===== config.mk =====
export PLATFORM = sky130hd
export DESIGN_NAME = csdec_top
export DESIGN_NICKNAME = d
export VERILOG_FILES = /design/src/rtl/csdec_pkg.sv /design/src/rtl/csdec_window.sv /design/src/rtl/csdec_rank_cmp.sv /design/src/rtl/csdec_pick.sv /design/src/rtl/csdec_top.sv
export SDC_FILE = /design/constraint.sdc
export NUM_CORES = 1
export LEC_CHECK = 0
export BUFFER_PORTS_ARGS = -buffer_cell sky130_fd_sc_hd__buf_4
export CORE_ASPECT_RATIO = 1.75
export CORE_MARGIN = 4
export CORE_UTILIZATION = 46
export CTS_CLUSTER_DIAMETER = 50
export DETAILED_ROUTE_END_ITERATION = 6
export PLACE_DENSITY = 0.8
export SLEW_MARGIN = 0
export SYNTH_ARGS = -nofsm -noshare
export SYNTH_HDL_FRONTEND = slang
export SYNTH_HIERARCHICAL = 1
export SYNTH_SLANG_ARGS = --single-unit

===== constraint.sdc =====
create_clock -name clk -period 2.35 [get_ports clk]
set_input_delay 0.47 -clock clk [delete_from_list [all_inputs] [get_ports clk]]
set_output_delay 0.47 -clock clk [all_outputs]
set_load 0.01 [all_outputs]

===== src/rtl/csdec_pkg.sv =====
package csdec_pkg;
  localparam int NUM_RANKS = 2;
  typedef logic [NUM_RANKS-1:0] cs_vec_t;
endpackage


===== src/rtl/csdec_window.sv =====
module csdec_window #(
  parameter int ADDR_W = 32,
  parameter logic [ADDR_W-1:0] WIN_LO = 32'h2000_0000,
  parameter logic [ADDR_W-1:0] WIN_HI = 32'h3FFF_FFFF
) (
  input  logic [ADDR_W-1:0] addr,
  output logic              in_win
);
  always_comb begin
    in_win = (addr >= WIN_LO) && (addr <= WIN_HI);
  end
endmodule


===== src/rtl/csdec_rank_cmp.sv =====
module csdec_rank_cmp #(
  parameter int ADDR_W = 32,
  parameter int SEL_W  = 8
) (
  input  logic [ADDR_W-1:0] addr,
  input  logic [SEL_W-1:0]  base,
  input  logic [SEL_W-1:0]  mask,
  output logic              hit,
  output logic [ADDR_W-1:0] offset
);
  localparam int LOW_W = ADDR_W - SEL_W;

  logic [SEL_W-1:0]  top_byte;
  logic [ADDR_W-1:0] keep;

  always_comb begin
    top_byte = addr[ADDR_W-1:LOW_W];
    hit      = ((top_byte & mask) == base);
    keep     = {~mask, {LOW_W{1'b1}}};
    offset   = addr & keep;
  end
endmodule


===== src/rtl/csdec_pick.sv =====
module csdec_pick
  import csdec_pkg::*;
#(
  parameter int ADDR_W = 32
) (
  input  cs_vec_t                     hits,
  input  logic [NUM_RANKS*ADDR_W-1:0] offs,
  output cs_vec_t                     sel,
  output logic [ADDR_W-1:0]           off,
  output logic                        any
);
  always_comb begin
    sel = '0;
    off = '0;
    // Walk from the highest rank down so that the lowest matching rank wins.
    for (int i = NUM_RANKS - 1; i >= 0; i--) begin
      if (hits[i]) begin
        sel    = '0;
        sel[i] = 1'b1;
        off    = offs[i*ADDR_W +: ADDR_W];
      end
    end
    any = |hits;
  end
endmodule


===== src/rtl/csdec_top.sv =====
module csdec_top
  import csdec_pkg::*;
#(
  parameter int ADDR_W = 32,
  parameter int SEL_W  = 8,
  parameter logic [ADDR_W-1:0] WIN_LO = 32'h2000_0000,
  parameter logic [ADDR_W-1:0] WIN_HI = 32'h3FFF_FFFF
) (
  input  logic              clk,
  input  logic              rst,
  input  logic              req_valid,
  input  logic [ADDR_W-1:0] req_addr,
  input  logic [SEL_W-1:0]  cs0_base,
  input  logic [SEL_W-1:0]  cs0_mask,
  input  logic [SEL_W-1:0]  cs1_base,
  input  logic [SEL_W-1:0]  cs1_mask,
  output logic [1:0]        cs_sel,
  output logic [ADDR_W-1:0] rank_off,
  output logic              miss
);
  logic [NUM_RANKS*SEL_W-1:0]  base_all;
  logic [NUM_RANKS*SEL_W-1:0]  mask_all;
  logic [NUM_RANKS*ADDR_W-1:0] off_all;
  cs_vec_t                     hit_vec;
  cs_vec_t                     pick_sel;
  logic [ADDR_W-1:0]           pick_off;
  logic                        pick_any;
  logic                        in_win;

  assign base_all = {cs1_base, cs0_base};
  assign mask_all = {cs1_mask, cs0_mask};

  csdec_window #(
    .ADDR_W(ADDR_W), .WIN_LO(WIN_LO), .WIN_HI(WIN_HI)
  ) u_window (
    .addr(req_addr), .in_win(in_win)
  );

  for (genvar g = 0; g < NUM_RANKS; g++) begin : g_rank
    csdec_rank_cmp #(
      .ADDR_W(ADDR_W), .SEL_W(SEL_W)
    ) u_cmp (
      .addr  (req_addr),
      .base  (base_all[g*SEL_W +: SEL_W]),
      .mask  (mask_all[g*SEL_W +: SEL_W]),
      .hit   (hit_vec[g]),
      .offset(off_all[g*ADDR_W +: ADDR_W])
    );
  end

  csdec_pick #(.ADDR_W(ADDR_W)) u_pick (
    .hits(hit_vec), .offs(off_all), .sel(pick_sel), .off(pick_off), .any(pick_any)
  );

  always_ff @(posedge clk) begin
    if (rst) begin
      cs_sel   <= '0;
      rank_off <= '0;
      miss     <= 1'b0;
    end else if (req_valid && in_win && pick_any) begin
      cs_sel   <= pick_sel;
      rank_off <= pick_off;
      miss     <= 1'b0;
    end else begin
      cs_sel   <= '0;
      rank_off <= '0;
      miss     <= req_valid;
    end
  end
endmodule


### Yosys cells after proc, flatten, opt, wreduce, memory -nomap -nowiden

Cells that the tools add are included.

| cells by class | value |
|---|---|
| mux-type cells | 4 |
| equal/unequal tests | 2 |
| reduce and logical (&&, ||, !) cells | 7 |
| magnitude comparators | 2 |
| bitwise logic cells | 7 |

Operators by type and width:

| kind | number |
|---|---|
| 32-bit AND | 2 |
| 32-bit 2-to-1 mux | 2 |
| 32-bit by 30-bit >= comparator with 1-bit output, second input constant | 1 |
| 32-bit by 30-bit less-or-equal comparator with 1-bit output, second input constant | 1 |
| 8-bit AND | 2 |
| 8-bit equality test | 2 |
| 8-bit NOT | 2 |
| 2-bit OR reduction | 3 |
| 1-bit logical AND | 3 |
| 3-bit OR reduction | 1 |
| 2-bit 2-to-1 mux | 1 |
| 1-bit 2-to-1 mux | 1 |
| 1-bit NOT | 1 |

| word-level totals | value |
|---|---|
| output and inout port bits | 35 |
| logic and storage cells | 26 |
| flip-flop bits (word level) | 35 |
| bits of input ports | 67 |

### Logic depth before layout (Yosys ltp)

| depth | value |
|---|---|
| depth after elaboration | 6 |
| gate-level depth with buffers | 8 |
| mapped depth without buffers | 6 |

### Cells and area by module

The synthesis kept the hierarchy.

By module, submodules not included:

| module | area each (um2) | instances | seq. area each (um2) | cells an instance |
|---|---|---|---|---|
| csdec_top | 983.4 | 1 | 700.7 | 75 |
| csdec_rank_cmp | 382.9 | 2 | 0.0 | 53 |
| csdec_pick | 376.6 | 1 | 0.0 | 46 |
| csdec_window | 12.5 | 1 | 0.0 | 1 |

### Least setup slack after synthesis

No wires, ideal clock.

| path | value |
|---|---|
| path type | input -> register |
| start point | input port cs0_base[0] |
| end point | register cs_sel[0] |
| stages | 8 |
| slack | 0.326 ns |
| required time | 2.234 ns |
| data arrival time | 1.908 ns |
| cell sequence | and3_1 > o22a_1 > and4b_1 > buf_6 > or2_2 > and4b_4 > buf_6 > and2_2 |

| between the ends | value |
|---|---|
| word-level cells in the longest chain between the ends | 5 |
| elaborated cells on any way between the ends | 6 |

RTL lines:

| item | line | source |
|---|---|---|
| from (decl) | csdec_top.sv:13 | `input logic [SEL_W-1:0] cs0_base,` |
| 8-bit equality test | csdec_rank_cmp.sv:18 | `hit = ((top_byte & mask) == base);` |
| net hit_vec[0] | csdec_top.sv:24 | `cs_vec_t hit_vec;` |
| 2-bit OR reduction | csdec_pick.sv:23 | `any = \|hits;` |
| net pick_any | csdec_top.sv:27 | `logic pick_any;` |
| 1-bit logical AND | csdec_top.sv:60 | `end else if (req_valid && in_win && pick_any) begin` |
| 1-bit NOT (no source line) | n/a |  |
| 2-bit OR reduction (no source line) | n/a |  |
| to (signal assigned) | csdec_top.sv:61 | `cs_sel <= pick_sel;` |
| to (decl) | csdec_top.sv:17 | `output logic [1:0] cs_sel,` |

The timed path passes the listed nets, and every way through them passes these cells.
A chain may end at the register's enable or synchronous reset.

### Worst setup path in the final report

| path | value |
|---|---|
| start point | input port req_addr[31] |
| end point | register cs_sel[0] |

| between the ends | value |
|---|---|
| word-level cells in the longest chain between the ends | 6 |
| elaborated cells on any way between the ends | 13 |

RTL lines:

| item | line | source |
|---|---|---|
| from (decl) | csdec_top.sv:12 | `input logic [ADDR_W-1:0] req_addr,` |
| 8-bit AND | csdec_rank_cmp.sv:18 |  |
| 8-bit equality test | csdec_rank_cmp.sv:18 |  |
| net hit_vec[1] | csdec_top.sv:24 |  |
| 2-bit OR reduction | csdec_pick.sv:23 |  |
| net pick_any | csdec_top.sv:27 |  |
| 1-bit logical AND | csdec_top.sv:60 |  |
| 1-bit NOT (no source line) | n/a |  |
| 2-bit OR reduction (no source line) | n/a |  |

The timed path passes the listed nets, and every way through them passes these cells.

==> results.md <==
- At the pin with the least slew margin, the transition time is 0.3102 ns.
- The area growth from synthesis to layout is 23.76%.
- The clock root buffer is sky130_fd_sc_hd__clkbuf_8.
- After clock tree synthesis, the flow added hold-fix buffers numbering 0.
- The final net count is 347.
- TritonCTS built the clock tree.
- Of all nets on the critical path, the largest fanout is 34.
- The critical path ends at cs_sel[0]$_SDFF_PP0_.
- The largest single stage delay on the critical path is 0.43 ns.
- The number of global-route vias before repair is 1548.
- The number of vias in the routed layout is 1638.
- Dividing the detail-routed wire length by the instance count gives 12.64 µm.
- The total of endpoints with negative setup slack in the final report is 0.
- Total power for the finished layout comes to 1.283 mW.
- The count of endpoints failing hold in the final timing report is 0.
- After layout, the minimum clock period comes to 1.861 ns.
- The number of buffers added by the clock tree synthesis step is 5.
- The number of post-CTS setup repair buffers is 0.
- The worst setup timing slack at the placement stage is 0.1631 ns.
- In this run the tool buffered the top-level ports with 101 buffer cells.
- The ratio of final minimum period to clock period is 79.17%.
- Counting both buffers and inverters, the worst setup path holds a total of 1.
- Cells with a size suffix above 1 make up 46.26% of the layout.
- Data on the critical path arrives at its endpoint at 2.09 ns.
- The first TritonRoute pass finished after 4 iterations.
- The clock sink count is 35.
- The type of destination of the critical path is a flop.
- In the routed design, unresolved DRC markers number 0.
- The repair_antennas step left the layout with diodes totalling 0.
- The area of the core is 4444 µm².
- The final-layout setup total negative slack is 0 ns.
- The critical path goes through buf_4 > a21o_1 > a211oi_2 > and4b_1 > or2_2 > and4b_4 > and2_2.
- The maximum resistive drop on vdd is 0.0004691 V.
- The register area share after synthesis is 32.77%.
- For the worst setup path, the data required time is 2.58 ns.
- The clock-pin transition on the worst setup and hold timing paths is 0.08 ns.
- The iteration-0 DRC count of the detailed router is 22.
- The final number of max-transition violations is 0.
- The slowest library cell on the worst path is sky130_fd_sc_hd__and4b_4.
- The worst pin sits at a relative slew slack of 79.32%.
- Setup repair after global routing left no endpoint under its margin.
- STA classifies the critical path startpoint as an input port.
- The number of buffers between clock root and the deepest sink is 2.
- The placer congestion estimate is 0.7449.
- Once the floorplan was initialized, standard cells occupied 48.11% of the core.
- The number of cells after detailed placement is 324.
- In the routed layout, each cell is associated on average with a via count of 4.934.
- The run finished with clean final reports.
- The critical path startpoint is req_addr[31].
- The leakage power of the design is 1.292 nW.
- The count of maximum capacitance violations is 0.
- The synthesized design contains 35 register bits.
- The total track usage is 14.16%.
- Summed over all nets, the half-perimeter wirelength after detailed placement is 3357 µm.
- The floorplan has 32 rows.
- CTS built an H-tree with a depth of 2.
- Synthesis instantiated 27 different standard cells from the library.
- During synthesis, Yosys emitted a total of 6 warnings.
- The number of antenna violations at the first check in global routing came to 0.
- The netlist area before placement is 2138 µm².
- Derived from the worst setup path, the maximum achievable clock frequency is 537.5 MHz.
- The cell class contributing the biggest share of worst-path delay is simple AND/OR/NAND/NOR gates.
- The worst min-delay path class is in2reg.
- The largest net degree at the start of global routing is 35.
- Power spread over the standard cell area amounts to 484.8 nW/µm².
- The final wirelength is 4197 µm.
- The number of gates resized after cts is 0.
- In this run the remaining antenna-violating nets after routing total 0.
- Once routing completed, OpenROAD measured the worst setup slack at 0.4895 ns.
- In this run the number of cells on the critical path is 7.
- The mean post-synth cell area is 9.379 µm².
- The die outline width is 59.54 µm.
- The final global-route overflow total is 0.
- The overall die area is 5847 µm².
- The floorplan step set the die height to 98.20 µm.
- Synthesis produced 228 cells.
- The critical path is of the in2reg type.
- The number of ports placed on the die boundary is 102.
- The number of nets handed over by synthesis was 295.
- At the end of the flow the core is filled with cells to 59.54%.
- The first-pass GRT wire length is 6368 µm.
- After the flow finishes, the layout carries non-filler instances totaling 332.
[cells in the final DEF, fill, tap and decap left out, drive strengths merged, types with 5 or more instances in the layout]
master / count
and3: 8
and2: 34
a21oi: 8
dfxtp: 35
clkbuf: 5
a22o: 30
nor2b: 17
a211oi: 5
buf: 104
[where the power goes]
group | internal (mW) | switching (mW)
combinational | 0.102 | 0.0572
sequential | 0.594 | 0.000216
clock | 0.315 | 0.215
[logic make-up after synthesis]
logic type	synth area share [%]
DFF	32.77
AOI/OAI and AO/OA	21.59
buffers and inverters	21.77
and+or+nand+nor	23.87
[Yosys cell counts]
cell                       number  share of area, %
sky130_fd_sc_hd__o22a_1         2              0.82
sky130_fd_sc_hd__nor3b_2        1              0.59
sky130_fd_sc_hd__nand2_1        4              0.70
sky130_fd_sc_hd__and2_1        25               7.3
sky130_fd_sc_hd__a21o_1         4               1.4
sky130_fd_sc_hd__buf_2          3              0.70
sky130_fd_sc_hd__and4b_4        1              0.64
sky130_fd_sc_hd__and3_1         8               2.3
sky130_fd_sc_hd__nor2b_4        1              0.64
sky130_fd_sc_hd__or2_2          1              0.29
sky130_fd_sc_hd__buf_6          7               3.7
sky130_fd_sc_hd__nand3_1        4              0.94
sky130_fd_sc_hd__inv_1          1              0.18
sky130_fd_sc_hd__a21boi_0       4               1.4
sky130_fd_sc_hd__a22o_1        29                12
sky130_fd_sc_hd__o21ai_1        2              0.47
sky130_fd_sc_hd__and2_2         9               3.2
sky130_fd_sc_hd__o22ai_1        2              0.59
sky130_fd_sc_hd__a211oi_2       4               2.3
sky130_fd_sc_hd__buf_4         49                17
sky130_fd_sc_hd__a21oi_1        8               1.9
sky130_fd_sc_hd__and3b_1        4               1.6
sky130_fd_sc_hd__a211oi_1       1              0.35
sky130_fd_sc_hd__nor2b_1       16               4.7
sky130_fd_sc_hd__dfxtp_1       35                33
sky130_fd_sc_hd__a22o_2         1              0.47
sky130_fd_sc_hd__and4b_1        2              0.94
[worst min-delay path by stage]
stage,start,cells after the start,endpoint
after floorplan,rst,1,miss$_SDFF_PP0_
after global placement,rst,2,miss$_SDFF_PP0_
after detailed placement,rst,2,miss$_SDFF_PP0_
after CTS,rst,2,miss$_SDFF_PP0_
after global routing,rst,2,miss$_SDFF_PP0_
final,rst,2,miss$_SDFF_PP0_
[stage by stage]
stage | area (µm²) | hold WS (ns)
2_1_floorplan | 2138 | 0.5470
3_3_place_gp | 2534 | 0.6601
3_5_place_dp | 2534 | 0.6531
4_1_cts | 2646 | 0.3422
5_1_grt | 2646 | 0.3437
6_report | 2646 | 0.3481
[flip-flops by register name, indices dropped and copies added (netlist names)]
signal,count
cs_sel,2
miss,1
rank_off,32
[area by class of cell]
type,instances,area [µm²]
well taps,51,63.81
fillers,400,1798
inverters,1,3.754
multi-input cells,133,972.2
repair buffers,104,793.3
clock inverters,3,43.79
flip-flops and latches,35,700.7
clock buffers,5,68.82
[routing by layer]
metal  global-route usage [%]  vias to the layer above  part of all wire, %
li1                         -                      848                    -
met4                    6.485                        0                  2.1
met5                        0                        -                    0
met1                    12.63                      727                   34
met3                    3.042                        5                  7.3
met2                    27.89                       58                   57
(Power assumes the default switching activity.)
